**config.mk**
```make
export PLATFORM = sky130hd
export DESIGN_NAME = serial_port_regs
export DESIGN_NICKNAME = d
export VERILOG_FILES = /design/src/rtl/sp_regs_pkg.sv /design/src/rtl/sp_bus_decode.sv /design/src/rtl/sp_rx_hold.sv /design/src/rtl/sp_irq_prio.sv /design/src/rtl/serial_port_regs.sv
export SDC_FILE = /design/constraint.sdc
export NUM_CORES = 1
export LEC_CHECK = 0
export BUFFER_PORTS_ARGS = -buffer_cell sky130_fd_sc_hd__clkbuf_2
export CORE_ASPECT_RATIO = 0.7
export CORE_MARGIN = 1
export CORE_UTILIZATION = 39
export CTS_CLUSTER_SIZE = 10
export DETAILED_ROUTE_END_ITERATION = 16
export PLACE_DENSITY = 0.72
export SETUP_SLACK_MARGIN = 0.05
export SYNTH_ARGS = -nofsm -noshare
export SYNTH_HDL_FRONTEND = slang
export SYNTH_SLANG_ARGS = --single-unit
```
**constraint.sdc**
```tcl
create_clock -name clk -period 1.64 [get_ports clk]
set_input_delay 0.164 -clock clk [delete_from_list [all_inputs] [get_ports clk]]
set_output_delay 0.164 -clock clk [all_outputs]
set_load 0.005 [all_outputs]
```
**src/rtl/sp_regs_pkg.sv**
```systemverilog
// Package: shared constants for the serial port register front end.
// Holds register offsets, line status and enable bit positions, and
// the identification codes. Assumes word-addressed 32-bit accesses.
package sp_regs_pkg;
    localparam int OFF_DATA = 0;
    localparam int OFF_IEN  = 1;
    localparam int OFF_IID  = 2;
    localparam int OFF_LSR  = 3;
    localparam int OFF_MSR  = 4;
    localparam int OFF_LAST = 4;

    localparam int LSR_DR   = 0;
    localparam int LSR_OE   = 1;
    localparam int LSR_PE   = 2;
    localparam int LSR_FE   = 3;
    localparam int LSR_BI   = 4;
    localparam int LSR_THRE = 5;
    localparam int LSR_TEMT = 6;

    localparam int IEN_RXD  = 0;
    localparam int IEN_THR  = 1;
    localparam int IEN_LINE = 2;
    localparam int IEN_MDM  = 3;
    localparam int IEN_W    = 4;

    localparam logic [2:0] IID_NONE  = 3'b001;
    localparam logic [2:0] IID_LINE  = 3'b110;
    localparam logic [2:0] IID_RXD   = 3'b100;
    localparam logic [2:0] IID_THR   = 3'b010;
    localparam logic [2:0] IID_MODEM = 3'b000;

    typedef struct packed {
        logic bi;
        logic fe;
        logic pe;
        logic oe;
        logic dr;
    } rx_stat_t;
endpackage

```
**src/rtl/sp_bus_decode.sv**
```systemverilog
// Module: bus access decoder.
// Classifies each request as legal or illegal and produces one-hot
// action strobes for the register file. Assumes one-cycle requests;
// illegal requests raise a registered error pulse and no action strobe.
module sp_bus_decode #(
    parameter int ADDR_W = 3,
    parameter int BE_W   = 4
) (
    input  logic              clk,
    input  logic              rst_n,
    input  logic              req,
    input  logic              we,
    input  logic [ADDR_W-1:0] addr,
    input  logic [BE_W-1:0]   be,
    output logic              wr_data,
    output logic              wr_ien,
    output logic              rd_ok,
    output logic              rd_data,
    output logic              rd_lsr,
    output logic              err_q
);
    import sp_regs_pkg::*;

    logic full_word;
    logic known_off;
    logic read_only;
    logic illegal;
    logic legal;

    // Classify the current request.
    always_comb begin
        full_word = (be == {BE_W{1'b1}});
        known_off = (int'(addr) <= OFF_LAST);
        read_only = (int'(addr) == OFF_IID) || (int'(addr) == OFF_LSR) ||
                    (int'(addr) == OFF_MSR);
        illegal   = req && (!full_word || !known_off || (we && read_only));
        legal     = req && !illegal;
    end

    // Action strobes for legal requests.
    always_comb begin
        wr_data = legal && we  && (int'(addr) == OFF_DATA);
        wr_ien  = legal && we  && (int'(addr) == OFF_IEN);
        rd_ok   = legal && !we;
        rd_data = rd_ok && (int'(addr) == OFF_DATA);
        rd_lsr  = rd_ok && (int'(addr) == OFF_LSR);
    end

    // Registered error pulse, one cycle after an illegal request.
    always_ff @(posedge clk) begin
        if (!rst_n) err_q <= 1'b0;
        else        err_q <= illegal;
    end

    assert_err_on_partial_R9: assert property (@(posedge clk) disable iff (!rst_n)
        (req && (be != {BE_W{1'b1}})) |=> err_q);

    assert_no_action_when_bad_R9: assert property (@(posedge clk) disable iff (!rst_n)
        (req && !known_off) |-> !(wr_data || wr_ien || rd_ok));
endmodule

```
**src/rtl/sp_rx_hold.sv**
```systemverilog
// Module: receive holding register and line status flags.
// Keeps one received byte, the data-ready flag and the sticky overrun,
// parity, framing and break flags. Assumes an arrival outranks a clear
// requested in the same cycle.
module sp_rx_hold #(
    parameter int CHAR_W = 8
) (
    input  logic                  clk,
    input  logic                  rst_n,
    input  logic                  rx_valid,
    input  logic [CHAR_W-1:0]     rx_byte,
    input  logic                  rx_parity_err,
    input  logic                  rx_frame_err,
    input  logic                  rx_break,
    input  logic                  clr_data,
    input  logic                  clr_line,
    output logic [CHAR_W-1:0]     held_q,
    output sp_regs_pkg::rx_stat_t stat_q
);
    import sp_regs_pkg::*;

    logic overrun_now;

    // Overrun when a byte lands on an unread byte not being read now.
    always_comb overrun_now = rx_valid && stat_q.dr && !clr_data;

    // Byte storage: latest arrival replaces the held byte.
    always_ff @(posedge clk) begin
        if (!rst_n)        held_q <= '0;
        else if (rx_valid) held_q <= rx_byte;
    end

    // Data-ready: set by arrival, cleared by data read.
    always_ff @(posedge clk) begin
        if (!rst_n)        stat_q.dr <= 1'b0;
        else if (rx_valid) stat_q.dr <= 1'b1;
        else if (clr_data) stat_q.dr <= 1'b0;
    end

    // Sticky error flags: set on arrival, cleared by a status read.
    always_ff @(posedge clk) begin
        if (!rst_n) begin
            stat_q.oe <= 1'b0;
            stat_q.pe <= 1'b0;
            stat_q.fe <= 1'b0;
            stat_q.bi <= 1'b0;
        end else begin
            if (overrun_now)                 stat_q.oe <= 1'b1;
            else if (clr_line)               stat_q.oe <= 1'b0;
            if (rx_valid && rx_parity_err)   stat_q.pe <= 1'b1;
            else if (clr_line)               stat_q.pe <= 1'b0;
            if (rx_valid && rx_frame_err)    stat_q.fe <= 1'b1;
            else if (clr_line)               stat_q.fe <= 1'b0;
            if (rx_valid && rx_break)        stat_q.bi <= 1'b1;
            else if (clr_line)               stat_q.bi <= 1'b0;
        end
    end

    assert_overrun_set_R6: assert property (@(posedge clk) disable iff (!rst_n)
        (rx_valid && stat_q.dr && !clr_data) |=> (stat_q.oe && stat_q.dr));

    assert_read_clears_ready_R5: assert property (@(posedge clk) disable iff (!rst_n)
        (clr_data && !rx_valid) |=> !stat_q.dr);

    assert_status_read_clears_R8: assert property (@(posedge clk) disable iff (!rst_n)
        (clr_line && !rx_valid) |=> !(stat_q.oe || stat_q.pe || stat_q.fe || stat_q.bi));
endmodule

```
**src/rtl/sp_irq_prio.sv**
```systemverilog
// Module: fixed-priority interrupt identification.
// Picks the most urgent enabled source and produces its code and the
// pending flag. Purely combinational; assumes registered inputs.
module sp_irq_prio (
    input  logic [sp_regs_pkg::IEN_W-1:0] ien,
    input  logic                          line_err,
    input  logic                          data_ready,
    input  logic                          thr_empty,
    input  logic                          modem_act,
    output logic [2:0]                    iid,
    output logic                          pending
);
    import sp_regs_pkg::*;

    logic [3:0] active;

    // Gate each source with its enable bit.
    always_comb begin
        active[0] = line_err   && ien[IEN_LINE];
        active[1] = data_ready && ien[IEN_RXD];
        active[2] = thr_empty  && ien[IEN_THR];
        active[3] = modem_act  && ien[IEN_MDM];
    end

    // Encode the highest-ranked active source.
    always_comb begin
        if (active[0])      iid = IID_LINE;
        else if (active[1]) iid = IID_RXD;
        else if (active[2]) iid = IID_THR;
        else if (active[3]) iid = IID_MODEM;
        else                iid = IID_NONE;
        pending = |active;
    end
endmodule

```
**src/rtl/serial_port_regs.sv**
```systemverilog
// Module: serial port register and interrupt front end (top).
// Maps data, enable, identification, line status and modem status
// registers onto a word-addressed bus, holds one received byte, strobes
// bytes to a serializer and drives one interrupt line. Assumes the
// transmitter accepts every strobe at once, so its empty flags stay set.
module serial_port_regs #(
    parameter int ADDR_W = 3,
    parameter int BUS_W  = 32,
    parameter int CHAR_W = 8
) (
    input  logic              clk,
    input  logic              rst_n,
    input  logic              bus_req,
    input  logic              bus_we,
    input  logic [ADDR_W-1:0] bus_addr,
    input  logic [BUS_W/8-1:0] bus_be,
    input  logic [BUS_W-1:0]  bus_wdata,
    output logic [BUS_W-1:0]  bus_rdata,
    output logic              bus_err,
    input  logic              rx_valid,
    input  logic [CHAR_W-1:0] rx_byte,
    input  logic              rx_parity_err,
    input  logic              rx_frame_err,
    input  logic              rx_break,
    output logic              rx_ready,
    output logic              tx_valid,
    output logic [CHAR_W-1:0] tx_byte,
    input  logic [7:0]        modem_in,
    output logic              irq
);
    import sp_regs_pkg::*;

    localparam int BE_W  = BUS_W / 8;
    localparam int LSR_W = 8;

    logic             wr_data, wr_ien, rd_ok, rd_data, rd_lsr;
    logic [IEN_W-1:0] ien_q;
    logic [7:0]       msr_q;
    logic [CHAR_W-1:0] held_q;
    rx_stat_t         stat_q;
    logic [LSR_W-1:0] lsr_val;
    logic [2:0]       iid;
    logic             pending;
    logic [BUS_W-1:0] rd_mux;
    logic             unused_wdata;

    assign unused_wdata = ^bus_wdata[BUS_W-1:CHAR_W];

    sp_bus_decode #(.ADDR_W(ADDR_W), .BE_W(BE_W)) dec_i (
        .clk     (clk),
        .rst_n   (rst_n),
        .req     (bus_req),
        .we      (bus_we),
        .addr    (bus_addr),
        .be      (bus_be),
        .wr_data (wr_data),
        .wr_ien  (wr_ien),
        .rd_ok   (rd_ok),
        .rd_data (rd_data),
        .rd_lsr  (rd_lsr),
        .err_q   (bus_err)
    );

    sp_rx_hold #(.CHAR_W(CHAR_W)) rx_i (
        .clk           (clk),
        .rst_n         (rst_n),
        .rx_valid      (rx_valid),
        .rx_byte       (rx_byte),
        .rx_parity_err (rx_parity_err),
        .rx_frame_err  (rx_frame_err),
        .rx_break      (rx_break),
        .clr_data      (rd_data),
        .clr_line      (rd_lsr),
        .held_q        (held_q),
        .stat_q        (stat_q)
    );

    // Assemble the line status value; transmitter flags are always set.
    always_comb begin
        lsr_val           = '0;
        lsr_val[LSR_DR]   = stat_q.dr;
        lsr_val[LSR_OE]   = stat_q.oe;
        lsr_val[LSR_PE]   = stat_q.pe;
        lsr_val[LSR_FE]   = stat_q.fe;
        lsr_val[LSR_BI]   = stat_q.bi;
        lsr_val[LSR_THRE] = 1'b1;
        lsr_val[LSR_TEMT] = 1'b1;
    end

    sp_irq_prio prio_i (
        .ien        (ien_q),
        .line_err   (stat_q.oe | stat_q.pe | stat_q.fe | stat_q.bi),
        .data_ready (stat_q.dr),
        .thr_empty  (lsr_val[LSR_THRE]),
        .modem_act  (|msr_q[3:0]),
        .iid        (iid),
        .pending    (pending)
    );

    assign irq      = pending;
    assign rx_ready = !stat_q.dr;

    // Interrupt enable register.
    always_ff @(posedge clk) begin
        if (!rst_n)      ien_q <= '0;
        else if (wr_ien) ien_q <= bus_wdata[IEN_W-1:0];
    end

    // Modem status register samples its input every cycle.
    always_ff @(posedge clk) begin
        if (!rst_n) msr_q <= '0;
        else        msr_q <= modem_in;
    end

    // Transmit strobe and byte, one cycle after a data write.
    always_ff @(posedge clk) begin
        if (!rst_n) begin
            tx_valid <= 1'b0;
            tx_byte  <= '0;
        end else begin
            tx_valid <= wr_data;
            if (wr_data) tx_byte <= bus_wdata[CHAR_W-1:0];
        end
    end

    // Read multiplexer over the register offsets.
    always_comb begin
        rd_mux = '0;
        case (int'(bus_addr))
            OFF_DATA: rd_mux[CHAR_W-1:0] = held_q;
            OFF_IEN:  rd_mux[IEN_W-1:0]  = ien_q;
            OFF_IID:  rd_mux[2:0]        = iid;
            OFF_LSR:  rd_mux[LSR_W-1:0]  = lsr_val;
            OFF_MSR:  rd_mux[7:0]        = msr_q;
            default:  rd_mux             = '0;
        endcase
    end

    // Registered read data, zero when no legal read was made.
    always_ff @(posedge clk) begin
        if (!rst_n)     bus_rdata <= '0;
        else if (rd_ok) bus_rdata <= rd_mux;
        else            bus_rdata <= '0;
    end

    assert_tx_strobe_R7: assert property (@(posedge clk) disable iff (!rst_n)
        wr_data |=> (tx_valid && tx_byte == $past(bus_wdata[CHAR_W-1:0])));

    assert_idle_code_R3: assert property (@(posedge clk) disable iff (!rst_n)
        !irq |-> (iid == IID_NONE));

    assert_line_first_R2: assert property (@(posedge clk) disable iff (!rst_n)
        ((stat_q.oe || stat_q.pe) && ien_q[IEN_LINE]) |-> (irq && iid == IID_LINE));

    assert_ready_follows_R5: assert property (@(posedge clk) disable iff (!rst_n)
        (rx_valid) |=> !rx_ready);
endmodule

```
[After elaboration in Yosys (flattened, before gate mapping)]
Index checks and enable logic that the tools add are counted.
Word-level totals
  input bits: 63
  logic and storage cells: 77
  output and inout bits: 44
  register bits after elaboration: 67
Cells by class
  equal/unequal tests: 9
  reduce and logical (&&, ||, !) cells: 37
  order comparisons: 1
  bitwise operators: 3
  mux-type cells: 14
Operator list (number)
  logical AND 1 bit: 17
  one-hot mux 3 bit (5 select lines): 1
  == test 3 bit, second input constant: 4
  one-hot mux 4 bit (3 select lines): 1
  nonzero test 2 bit: 5
  == test 3 x 2 -> 1 bit, second input constant: 3
  two-way mux 3 bit: 3
  two-way mux 1 bit: 8
  OR reduction 4 bit: 2
  logical NOT 1 bit: 6
  logical NOT 3 bit: 2
  == test 4 bit, second input constant: 1
  logical OR 1 bit: 4
  one-hot mux 1 bit (4 select lines): 1
  == test 3 x 1 -> 1 bit, second input constant: 1
  <= comparator 3 bit, second input constant: 1
  OR 1 bit: 3
  AND reduction 2 bit: 1

[Logic depth before layout (Yosys ltp)]
Gate-level depths: netlist of run 1.
  word-level depth: 13
  gate-level depth with buffers: 6
  mapped depth without buffers: 4

[Hierarchy]
Synthesis of run 1 repeated with hierarchy kept, for this count alone.
Unflattened totals
  cells, all modules: 209
  area, all modules: 2087.0 um2
Modules (own cells, without submodules)
  serial_port_regs: cells an instance 144, sequential area each 580.6 um2, times used 1, area an instance 1408.9 um2
  sp_rx_hold: cells an instance 45, sequential area each 260.2 um2, times used 1, area an instance 513.0 um2
  sp_bus_decode: cells an instance 15, sequential area each 20.0 um2, times used 1, area an instance 123.9 um2
  sp_irq_prio: cells an instance 5, sequential area each 0.0 um2, times used 1, area an instance 41.3 um2

[Worst setup path after synthesis of run 1]
Ideal clock, no wire load.
  kind: register -> register
  start point: register rx_i.stat_q[4] (netlist name)
  end point: register bus_rdata[0]
  path slack: 0.069 ns
  arrival: 1.496 ns
  required time: 1.565 ns
  period minus slack after synthesis: 1.571 ns
  library setup time: 0.075 ns
  path buffers: 0
  stages on the path, launching flop included: 5
  path through: dfxtp_1 > o41a_1 > nand2b_4 > or4b_1 > a31oi_1
On the way
  word-level cells in the longest chain between the ends: 4
Ends and longest elaborated chain
  OR 1 bit: RTL line serial_port_regs.sv:92  | .line_err (stat_q.oe | stat_q.pe | stat_q.fe | stat_q.bi),
  logical AND 1 bit: RTL line sp_irq_prio.sv:19  | active[0] = line_err && ien[IEN_LINE];
  two-way mux 3 bit: RTL line sp_irq_prio.sv:27  | if (active[0]) iid = IID_LINE;
  one-hot mux 3 bit (5 select lines): RTL line serial_port_regs.sv:129  | case (int'(bus_addr))
  end signal, assigned: RTL line serial_port_regs.sv:142  | else if (rd_ok) bus_rdata <= rd_mux;
  end, declared: RTL line serial_port_regs.sv:18  | output logic [BUS_W-1:0] bus_rdata,
Every way passes these cells.
A chain may end at the register's enable or synchronous reset.

[Worst setup path in the final report of run 1]
  start point: register rx_i.stat_q[4] (netlist name)
  end point: output irq
On the way
  word-level cells in the longest chain between the ends: 3
Ends and longest elaborated chain
  OR 1 bit: RTL line serial_port_regs.sv:92
  logical AND 1 bit: RTL line sp_irq_prio.sv:19
  OR reduction 4 bit: RTL line sp_irq_prio.sv:32  | pending = |active;
  end, declared: RTL line serial_port_regs.sv:29  | output logic irq
Every way passes these cells.

==> reports/metrics.csv, run 1 <==
stage,metric,value,unit
status,status,"complete, but fails checks",
status,failing checks,setup timing,
clocking,clock sink count,43,
die,Die X,85.1,um
drt,final wirelength,3970,um
sta,Final Setup Violations,1,
die,core box area,4480,um^2
synthesis,Yosys Warn Count,0,
die,IO Pins,107,
place,placed instance area,2190,um^2
final_layout,nets@finish,324,
synthesis,most frequent cells after synthesis,"dfxtp_1 (43), nor2_1 (28), buf_4 (24)",
critical_path,worst-path fanout max,3,
final_layout,area grow syn2layout,21.6,%
synthesis,most frequent cell after synthesis,dfxtp_1,
place,I/O Buffers,58,
clocking,TritonCTS Buffers,5,
grt,global-route usage over all layers,16.9,%
synthesis,share of Yosys cell area claimed by the top area cell type,45.7,%
clocking,clock root cell,clkbuf_8,
sta,unrepaired setup endpoints after global routing,yes,
clocking,"Reg clk slew, reported paths",80,ps
sta,Final Hold Viols,0,
power,P per Cell Area,860,nW/um^2
clocking,CTS tree,built,
die,Starting Density,42.1,%
drt,Antenna Nets Post-Route,0,
clocking,"Clk Latency, worst-skew pair",290,ps
synthesis,Synth area leader,dfxtp_1,
worst_hold_path,Hold Path Class,in -> reg,
synthesis,number of synthesized flops with an enable pin,0,
die,Die Height,60.2,um
place,hpwl dp,3100,um
drt,vias per inst,4.78,
power,Comb power frac,11.0,%
synthesis,Adder-Cell Fraction of Synth Area,0,%
synthesis,cell area after synthesis,1880,um^2
drt,1st-pass router iterations,4,
synthesis,Synth Register Bits,43,
critical_path,crit-path cells,o41a_1 > nand2b_4 > or3_4 > clkbuf_2,
power,Switching Share,23.1,%
sta,max frequency,558,MHz
sta,slack of the critical path,-151,ps
critical_path,FF-to-FF path depth,4,
critical_path,Critical Path RT,1480,ps
drt,Vias,1510,
grt,GR Overflow Total,0,
critical_path,"slowest stage delay, CP",430,ps
synthesis,Post-Synth XOR/XNOR Area,0,%
clocking,H-tree depth,2,
critical_path,Top delay family on crit path,simple AND/OR/NAND/NOR gates,
die,die area,5120,um^2
sta,"Slew Viols, Final",0,
critical_path,Worst Path Arrival,1630,ps
final_layout,ANT cells,0,
synthesis,largest family of logic cells by synthesized area,simple AND/OR/NAND/NOR gates,
power,internal power,1.52,mW
flow_run,number of max-cap violations,0,
final_layout,Final Cell Area,2290,um^2
critical_path,Crit Path Category,reg -> out,
synthesis,main flop type after synthesis,dfxtp_1,
sta,setup TNS,-151,ps
place,final estimated routing congestion in global placement,0.878,
final_layout,share of cells above drive strength 1,33.0,%
power,leakage power,1.15,nW
drt,Remaining DRCs,0,
critical_path,CP Launch Type,flip-flop,
critical_path,crit end category,output port,
grt,first-pass GRT wire length,6510,um
power,Net Sw Power,456,uW
grt,largest net degree at the start of global routing,18,
synthesis,synthesized area per cell,9.66,um^2
grt,vias in the first global route,1405,
synthesis,mux cell area share after synthesis,15.2,%
power,Max VDD drop,356,uV
critical_path,WP depth,4,
final_layout,Fillers,423,
power,clock network fraction of total power,33.6,%
die,Rows,20,
synthesis,Syn Inst Count,195,
critical_path,WP buf/inv,1,
synthesis,Yosys cell types,34,
power,Flop pwr share,55.4,%
sta,Final period util,109,%
drt,DR iter-0 viols,63,
critical_path,CP max-delay cell,o41a_1,
synthesis,sequential area share after synthesis,45.7,%
sta,Final Skew,3.43,ps
worst_hold_path,hold depth,2,
clocking,Bufs on Longest Clock Path,2,
synthesis,"top cells by area, synth","dfxtp_1 (46%), mux2i_1 (12%), buf_4 (9.6%), nor2_1 (5.6%), and2_1 (3.0%)",
synthesis,asr flop ratio synth,0,%
drt,routed len/inst,12.6,um
place,pre-CTS setup slack,8.37,ps
sta,final worst path period need,1790,ps
synthesis,Synth Area in Compound Gates,9.83,%
grt,initial antenna violation count,0,
synthesis,simple-gate share of the synthesized area,17.0,%
==> registers in the layout, indices dropped and copies added, names as in the netlist <==
name	flops
ien_q	4
tx_valid	1
msr_q	8
dec_i.err_q	1
bus_rdata	8
rx_i.stat_q	5
rx_i.held_q	8
tx_byte	8
==> kinds of logic after synthesis <==
| family | after synthesis |
|---|---|
| multiplexers | 28 |
| flip-flops | 43 |
| AO/OA/AOI/OAI | 23 |
| AND/OR/NAND/NOR | 64 |
| other | 1 |
| buffers and inverters | 36 |
==> through the flow <==
step / utilization (%) / instances / power, mW / hold slack, ps
floorplan: - / 218 / 1.27 / 290
global placement: 48.9 / 308 / 1.33 / 375
detailed placement: 48.9 / 308 / 1.33 / 375
CTS: 51.2 / 316 / 2.00 / 65.6
global route: 51.2 / 316 / 2.06 / 82.5
finish: 51.2 / 316 / 1.97 / 74.5
==> worst paths after layout <==
kind                  startpoint        endpoint  slack, ps
setup reg to reg  rx_i.stat_q[4]    bus_rdata[0]         40
setup / recovery  rx_i.stat_q[4]             irq       -150
hold / removal       modem_in[7]        msr_q[7]         70
hold reg to reg   rx_i.held_q[4]  rx_i.held_q[4]        500
==> power groups by stage <==
stage | clock network [mW] | logic, mW | registers, mW
2_1_floorplan | 0 | 0.160 | 1.11
3_3_place_gp | 0 | 0.210 | 1.12
3_5_place_dp | 0 | 0.212 | 1.12
4_1_cts | 0.688 | 0.217 | 1.09
5_1_grt | 0.722 | 0.244 | 1.10
6_report | 0.663 | 0.216 | 1.09
==> layer usage <==
layer | global-route usage (%) | share of wire (%) | vias up
met1 | 21.5 | 46 | 686
li1 | - | - | 753
met5 | 0 | 0 | -
met3 | 5.25 | 8.4 | 5
met2 | 27.5 | 45 | 66
met4 | 6.05 | 0.91 | 0
==> layout by cell type (no fill, tap or decap), drive strengths merged, types with 2 or more instances in the layout <==
cell     instances
a32o             4
conb            24
mux2             5
nor2b            5
buf             12
nand3            3
a21oi            3
nand4            3
nand2b           3
a2bb2oi          2
o41a             2
a31oi            2
inv              2
a211oi           2
dfxtp           43
nor2            28
nand2            8
and2             9
mux2i           23
o21a             3
clkbuf          64
==> repair_timing <==
item	4_1_cts	5_1_grt
buffers inserted	1	0
setup endpoints to repair	2	2
endpoints found under the hold margin	0	0
resized for setup	2	0
pin swaps	4	1
hold buffers	0	0
==> final cells by class <==
cell class                 count  area [um^2]  area share (%)
clock buffer                   6         82.6            3.60
tap                           55         68.8            3.00
inverter                       2         7.51           0.328
multi-input combinational    139          886            38.6
sequential                    43          862            37.6
clock inverter                 1         5.00           0.218
timing repair buffer          70          380            16.6
Power figures use the tool's default switching activity.
==> inputs of run 2 (changes only) <==
GPL_ROUTABILITY_DRIVEN = 1   (was not set)
PLACE_DENSITY = 0.86   (was 0.72)
==> reports/metrics.csv, run 2 (synthesized netlist as in run 1, its figures left out) <==
stage,metric,value,unit,change
place,DP Cell Count,303,,-1.6%
final_layout,Seq. cell area,863,um^2,+0.15%
grt,GR Overflow Total,0,,unchanged
drt,routed len/inst,13.0,um,+3.3%
grt,largest net degree at the start of global routing,15,,-3
critical_path,Worst Path Arrival,1630,ps,about the same
grt,first-pass GRT wire length,6410,um,-1.5%
clocking,TritonCTS Buffers,5,,unchanged
sta,hold slack,63.0,ps,-11.5 ps
worst_hold_path,Hold Path Class,in -> reg,,
critical_path,worst r2r src,rx_i.stat_q[4],,
place,pre-CTS setup slack,-18.0,ps,-26.4 ps
clocking,clock sink count,43,,unchanged
grt,vias in the first global route,1301,,-7.4%
die,Rows,20,,unchanged
die,Starting Density,42.1,%,unchanged
power,Max VDD drop,451,uV,+27%
final_layout,ANT cells,0,,unchanged
final_layout,nets@finish,321,,-0.93%
clocking,"Reg clk slew, reported paths",80,ps,about the same
die,Die Height,60.2,um,unchanged
power,"Power, Total",2.14,mW,+8.4%
flow_run,number of max-cap violations,0,,unchanged
power,leakage power,1.15,nW,-0.24%
sta,Final Setup Violations,2,,+1
drt,1st-pass router iterations,4,,unchanged
die,IO Pins,107,,unchanged
drt,vias per inst,4.73,,-1.1%
final_layout,Multi-input gate area,886,um^2,unchanged
drt,Antenna Nets Post-Route,0,,unchanged
sta,Final Hold Viols,0,,unchanged
final_layout,area grow syn2layout,21.8,%,
grt,global-route usage over all layers,16.8,%,-0.17 points
sta,"Slew Viols, Final",0,,unchanged
critical_path,crit end category,output port,,
status,failing checks,setup timing,,
die,die area,5120,um^2,unchanged
critical_path,Critical Path RT,1480,ps,about the same
sta,slack of the critical path,-156,ps,-5.09 ps
sta,unrepaired setup endpoints after global routing,yes,,
final_layout,Non-Filler Instances,314,,-0.63%
grt,initial antenna violation count,0,,unchanged
clocking,H-tree depth,2,,unchanged
sta,Final period util,110,%,+0.31 points
final_layout,"commonest non-fill, non-tap cell in the layout",clkbuf_2,,
clocking,CTS tree,built,,
critical_path,worst-path fanout max,2,,-1
sta,max frequency,557,MHz,-0.28%
clocking,clock root cell,clkbuf_8,,
critical_path,Crit Path Category,reg -> out,,
place,hpwl dp,3080,um,-0.60%
place,final estimated routing congestion in global placement,0.907,,+3.2%
status,status,"complete, but fails checks",,
critical_path,CP Launch Type,flip-flop,,
sta,final worst path period need,1800,ps,+5.09 ps
drt,Vias,1484,,-1.7%
place,I/O Buffers,58,,unchanged
drt,final wirelength,4080,um,+2.6%
final_layout,most frequent cells in the layout,"clkbuf_2 (58), dfxtp_1 (41), nor2_1 (28)",,
die,core box area,4480,um^2,unchanged
final_layout,Fillers,422,,-0.24%
clocking,"Clk Latency, worst-skew pair",300,ps,about the same
final_layout,share of cells above drive strength 1,32.8,%,-0.13 points
die,Die X,85.1,um,unchanged
sta,Final Skew,7.92,ps,+4.50 ps
worst_hold_path,min-delay src,modem_in[3],,
critical_path,CP Launch Point,rx_i.stat_q[4],,
drt,Remaining DRCs,0,,unchanged
drt,DR iter-0 viols,70,,+11%
clocking,Bufs on Longest Clock Path,2,,unchanged
sta,setup TNS,-256,ps,-105 ps
power,P per Cell Area,931,nW/um^2,+8.2%
[run 2: changes by cell type in the layout (fill, tap and decap cells not counted)]
cell / delta
buf_4: -3
dfxtp_2: +1
clkbuf_8: -1
bufinv_16: +1
dfxtp_1: -1
clkinv_4: +1
[run 2: final cells by class]
type,count,area share (%)
Timing Repair Buffer,67,15.6
Multi-Input combinational cell,139,38.6
Inverter,2,0.327
Clock inverter,3,1.91
Tap cell,55,3.00
Sequential cell,43,37.6
Clock buffer,5,3.00
[run 2: where the power goes]
| group | leakage, nW | switching (mW) | total [mW] | internal (mW) |
|---|---|---|---|---|
| registers | 0.352 | 0.0175 | 1.10 | 1.08 |
| logic | 0.738 | 0.109 | 0.209 | 0.100 |
| clock network | 0.0581 | 0.381 | 0.834 | 0.454 |
| total | 1.15 | 0.507 | 2.14 | 1.63 |
[run 2: final timing paths]
check	to	slack, ps	cells after the start
hold / removal	msr_q[3]	60	2
setup reg to reg	bus_rdata[0]	-100	5
hold reg to reg	tx_byte[7]	500	2
setup / recovery	irq	-160	4
[run 2: metal layers]
| metal | wire [um] | global-route usage (%) |
|---|---|---|
| met1 | 2010 | 24.1 |
| met2 | 1680 | 24.2 |
| met3 | 337 | 4.70 |
| met4 | 41 | 5.08 |
| met5 | 0 | 0 |
[run 2: stage by stage]
stage / utilization [%] / area, um^2
5_1_grt: 51.3 / 2300
6_report: 51.3 / 2300
4_1_cts: 51.1 / 2290
3_5_place_dp: 48.1 / 2150
2_1_floorplan: - / 1970
3_3_place_gp: 48.1 / 2150
[run 2: worst max-delay path: stages, from the launching register on]
cell and delay, ps:
dfxtp_2 330, o41a_1 430, nand2b_4 150, or3_4 310, clkbuf_2 120
[run 2: what timing repair did]
item	4_1_cts	5_1_grt
hold buffers	0	0
gates resized for setup	2	1
gates cloned	0	0
hold endpoints to repair	0	0
pin swaps	4	1
setup buffers	2	1
setup endpoints to repair	2	2
==> inputs of run 3 (changes only) <==
ABC_AREA = 1   (was not set)
CELL_PAD_IN_SITES_DETAIL_PLACEMENT = 0   (was not set)
CELL_PAD_IN_SITES_GLOBAL_PLACEMENT = 1   (was not set)
CORE_UTILIZATION = 27   (was 39)
==> reports/metrics.csv, run 3 <==
stage,metric,value,unit,change
status,status,completed,,
place,placed instance area,2400,um^2,+12%
final_layout,Final Cell Area,2510,um^2,+9.3%
synthesis,Yosys Warn Count,0,,unchanged
clocking,"Reg clk slew, reported paths",80,ps,about the same
synthesis,most frequent cells after synthesis,"nand2_1 (65), inv_1 (61), dfxtp_1 (43)",,
place,I/O Buffers,58,,unchanged
critical_path,Crit Path Category,reg -> out,,
synthesis,Yosys cell types,26,,-24%
critical_path,CP Launch Type,flip-flop,,
place,hpwl dp,3810,um,+23%
grt,vias in the first global route,1671,,+28%
sta,Final Hold Viols,0,,unchanged
die,Rows,26,,+30%
die,Starting Density,28.5,%,-14 points
clocking,clock root cell,clkbuf_8,,
grt,initial antenna violation count,0,,unchanged
final_layout,most frequent cells in the layout,"nand2_1 (65), inv_1 (61), clkbuf_2 (58)",,
grt,GR Overflow Total,0,,unchanged
sta,Final Setup Violations,0,,-2
die,core box area,7420,um^2,+66%
synthesis,Synth area leader,dfxtp_1,,
place,DP Cell Count,452,,+49%
power,P per Cell Area,848,nW/um^2,-9.0%
final_layout,Fillers,827,,+96%
clocking,Resize count post-CTS,0,,-2
sta,final worst path period need,1450,ps,-342 ps
die,die area,8190,um^2,+60%
place,final estimated routing congestion in global placement,0.812,,-10%
critical_path,"slowest stage delay, CP",330,ps,-100 ps
synthesis,sequential area share after synthesis,40.8,%,-4.9 points
critical_path,crit-path cells,nor2_1 > nand3_1 > a21boi_1 > nand2_1 > clkbuf_2,,
worst_hold_path,Hold Path Class,in -> reg,,
synthesis,asr flop ratio synth,0,%,unchanged
sta,max frequency,688,MHz,+23%
final_layout,Non-Filler Instances,459,,+46%
drt,vias per inst,4.19,,-11%
drt,Vias,1923,,+30%
clocking,Bufs on Longest Clock Path,2,,unchanged
drt,DR iter-0 viols,95,,+36%
power,leakage power,1.36,nW,+18%
synthesis,share of Yosys cell area claimed by the top area cell type,40.8,%,-4.9 points
critical_path,Critical Path RT,1480,ps,about the same
sta,setup TNS,0,ps,+256 ps
flow_run,number of max-cap violations,0,,unchanged
die,Die Height,76.0,um,+26%
sta,"Slew Viols, Final",0,,unchanged
synthesis,most frequent cell after synthesis,nand2_1,,
sta,slack of the critical path,185,ps,+342 ps
synthesis,synthesized area per cell,6.97,um^2,-28%
clocking,CTS tree,built,,
critical_path,CP max-delay cell,dfxtp_1,,
drt,Remaining DRCs,0,,unchanged
sta,Final period util,88.7,%,-21 points
clocking,TritonCTS Buffers,5,,unchanged
critical_path,worst-path fanout max,3,,+1
sta,unrepaired setup endpoints after global routing,no,,
clocking,"Setup Fix Bufs, Post-CTS",0,,-2
final_layout,"commonest non-fill, non-tap cell in the layout",nand2_1,,
critical_path,FF-to-FF path depth,6,,+1
synthesis,main flop type after synthesis,dfxtp_1,,
clocking,clock sink count,43,,unchanged
die,IO Pins,107,,unchanged
synthesis,"top cells by area, synth","dfxtp_1 (41%), nand2_1 (12%), inv_1 (11%), buf_4 (8.5%), nor2_1 (6.2%)",,
sta,Final Skew,14.1,ps,+6.22 ps
synthesis,Synth Register Bits,43,,unchanged
grt,first-pass GRT wire length,7830,um,+22%
clocking,"Clk Latency, worst-skew pair",300,ps,about the same
drt,1st-pass router iterations,4,,unchanged
final_layout,area grow syn2layout,18.8,%,
final_layout,share of cells above drive strength 1,22.2,%,-11 points
clocking,H-tree depth,2,,unchanged
synthesis,Syn Inst Count,303,,+55%
final_layout,ANT cells,0,,unchanged
synthesis,cell area after synthesis,2110,um^2,+12%
final_layout,final core occ,33.8,%,-17 points
clocking,hold_buf cts,0,,unchanged
critical_path,Worst Path Arrival,1290,ps,-340 ps
worst_hold_path,hold depth,3,,+1
drt,final wirelength,4930,um,+21%
synthesis,number of synthesized flops with an enable pin,0,,unchanged
critical_path,crit end category,output port,,
place,pre-CTS setup slack,251,ps,+269 ps
die,Die X,108,um,+27%
power,Max VDD drop,426,uV,-5.6%
drt,routed len/inst,10.7,um,-17%
grt,global-route usage over all layers,12.4,%,-4.4 points
drt,Antenna Nets Post-Route,0,,unchanged
final_layout,nets@finish,424,,+32%
grt,largest net degree at the start of global routing,17,,+2
critical_path,r2r setup slk,530,ps,+630 ps
-- run 3: cell types whose count changed after synthesis, sizes merged, moves of 10 or more --
cell | previous run | this run
nor2 | 28 | 38
o21ai | 1 | 13
mux2i | 23 | 0
nand4 | 3 | 16
nand2 | 8 | 66
inv | 2 | 63
a21oi | 3 | 15
-- run 3: cells by family (layout without fill, tap and decap cells) --
| group | Yosys count | in the layout | share of synthesized area (%) |
|---|---|---|---|
| flops | 43 | 43 | 40.8 |
| simple gates | 128 | 128 | 27.8 |
| other cells | 1 | 24 | 0.178 |
| buf+inv | 96 | 131 | 22.1 |
| compound gates | 35 | 35 | 9.18 |
-- run 3: final cells by class --
class                   count  area [um^2]  area share (%)
well taps                  98          123            4.89
inverters                  63          236            9.42
clock inverters             2         37.5            1.50
repair buffers             61          313            12.5
clock buffers               5         68.8            2.74
multi-input cells         187          871            34.7
flip-flops and latches     43          861            34.3
-- run 3: through the flow --
stage | power [mW] | hold WS [ps]
final | 2.13 | 45.4
after global placement | 1.33 | 353
after global routing | 2.23 | 37.5
after detailed placement | 1.33 | 354
after CTS | 2.15 | 40.1
after floorplan | 1.28 | 262
-- run 3: power breakdown --
part,switching [mW],internal (mW),leakage [nW]
Combinational,0.135,0.0780,0.954
Clock,0.374,0.445,0.0502
Sequential,0.0171,1.08,0.352
-- run 3: worst paths after layout --
path	startpoint	to
min reg2reg	msr_q[7]	bus_rdata[7]
max reg2reg	rx_i.stat_q[4]	bus_rdata[2]
max	rx_i.stat_q[4]	irq
min	modem_in[7]	msr_q[7]
-- run 3: critical path: cells and delay by family, from the launching register on --
| family | cells | cell delay, ps |
|---|---|---|
| flops | 1 | 330 |
| simple gates | 3 | 320 |
| compound gates | 1 | 230 |
| buf+inv | 1 | 130 |
-- run 3: layer usage --
| layer | track usage [%] | part of all wire [%] | vias up |
|---|---|---|---|
| met5 | 0 | 0 | - |
| met4 | 4.52 | 1.5 | 0 |
| met3 | 4.79 | 8.7 | 5 |
| met2 | 17.6 | 42 | 61 |
| met1 | 16.7 | 48 | 869 |
| li1 | - | - | 988 |
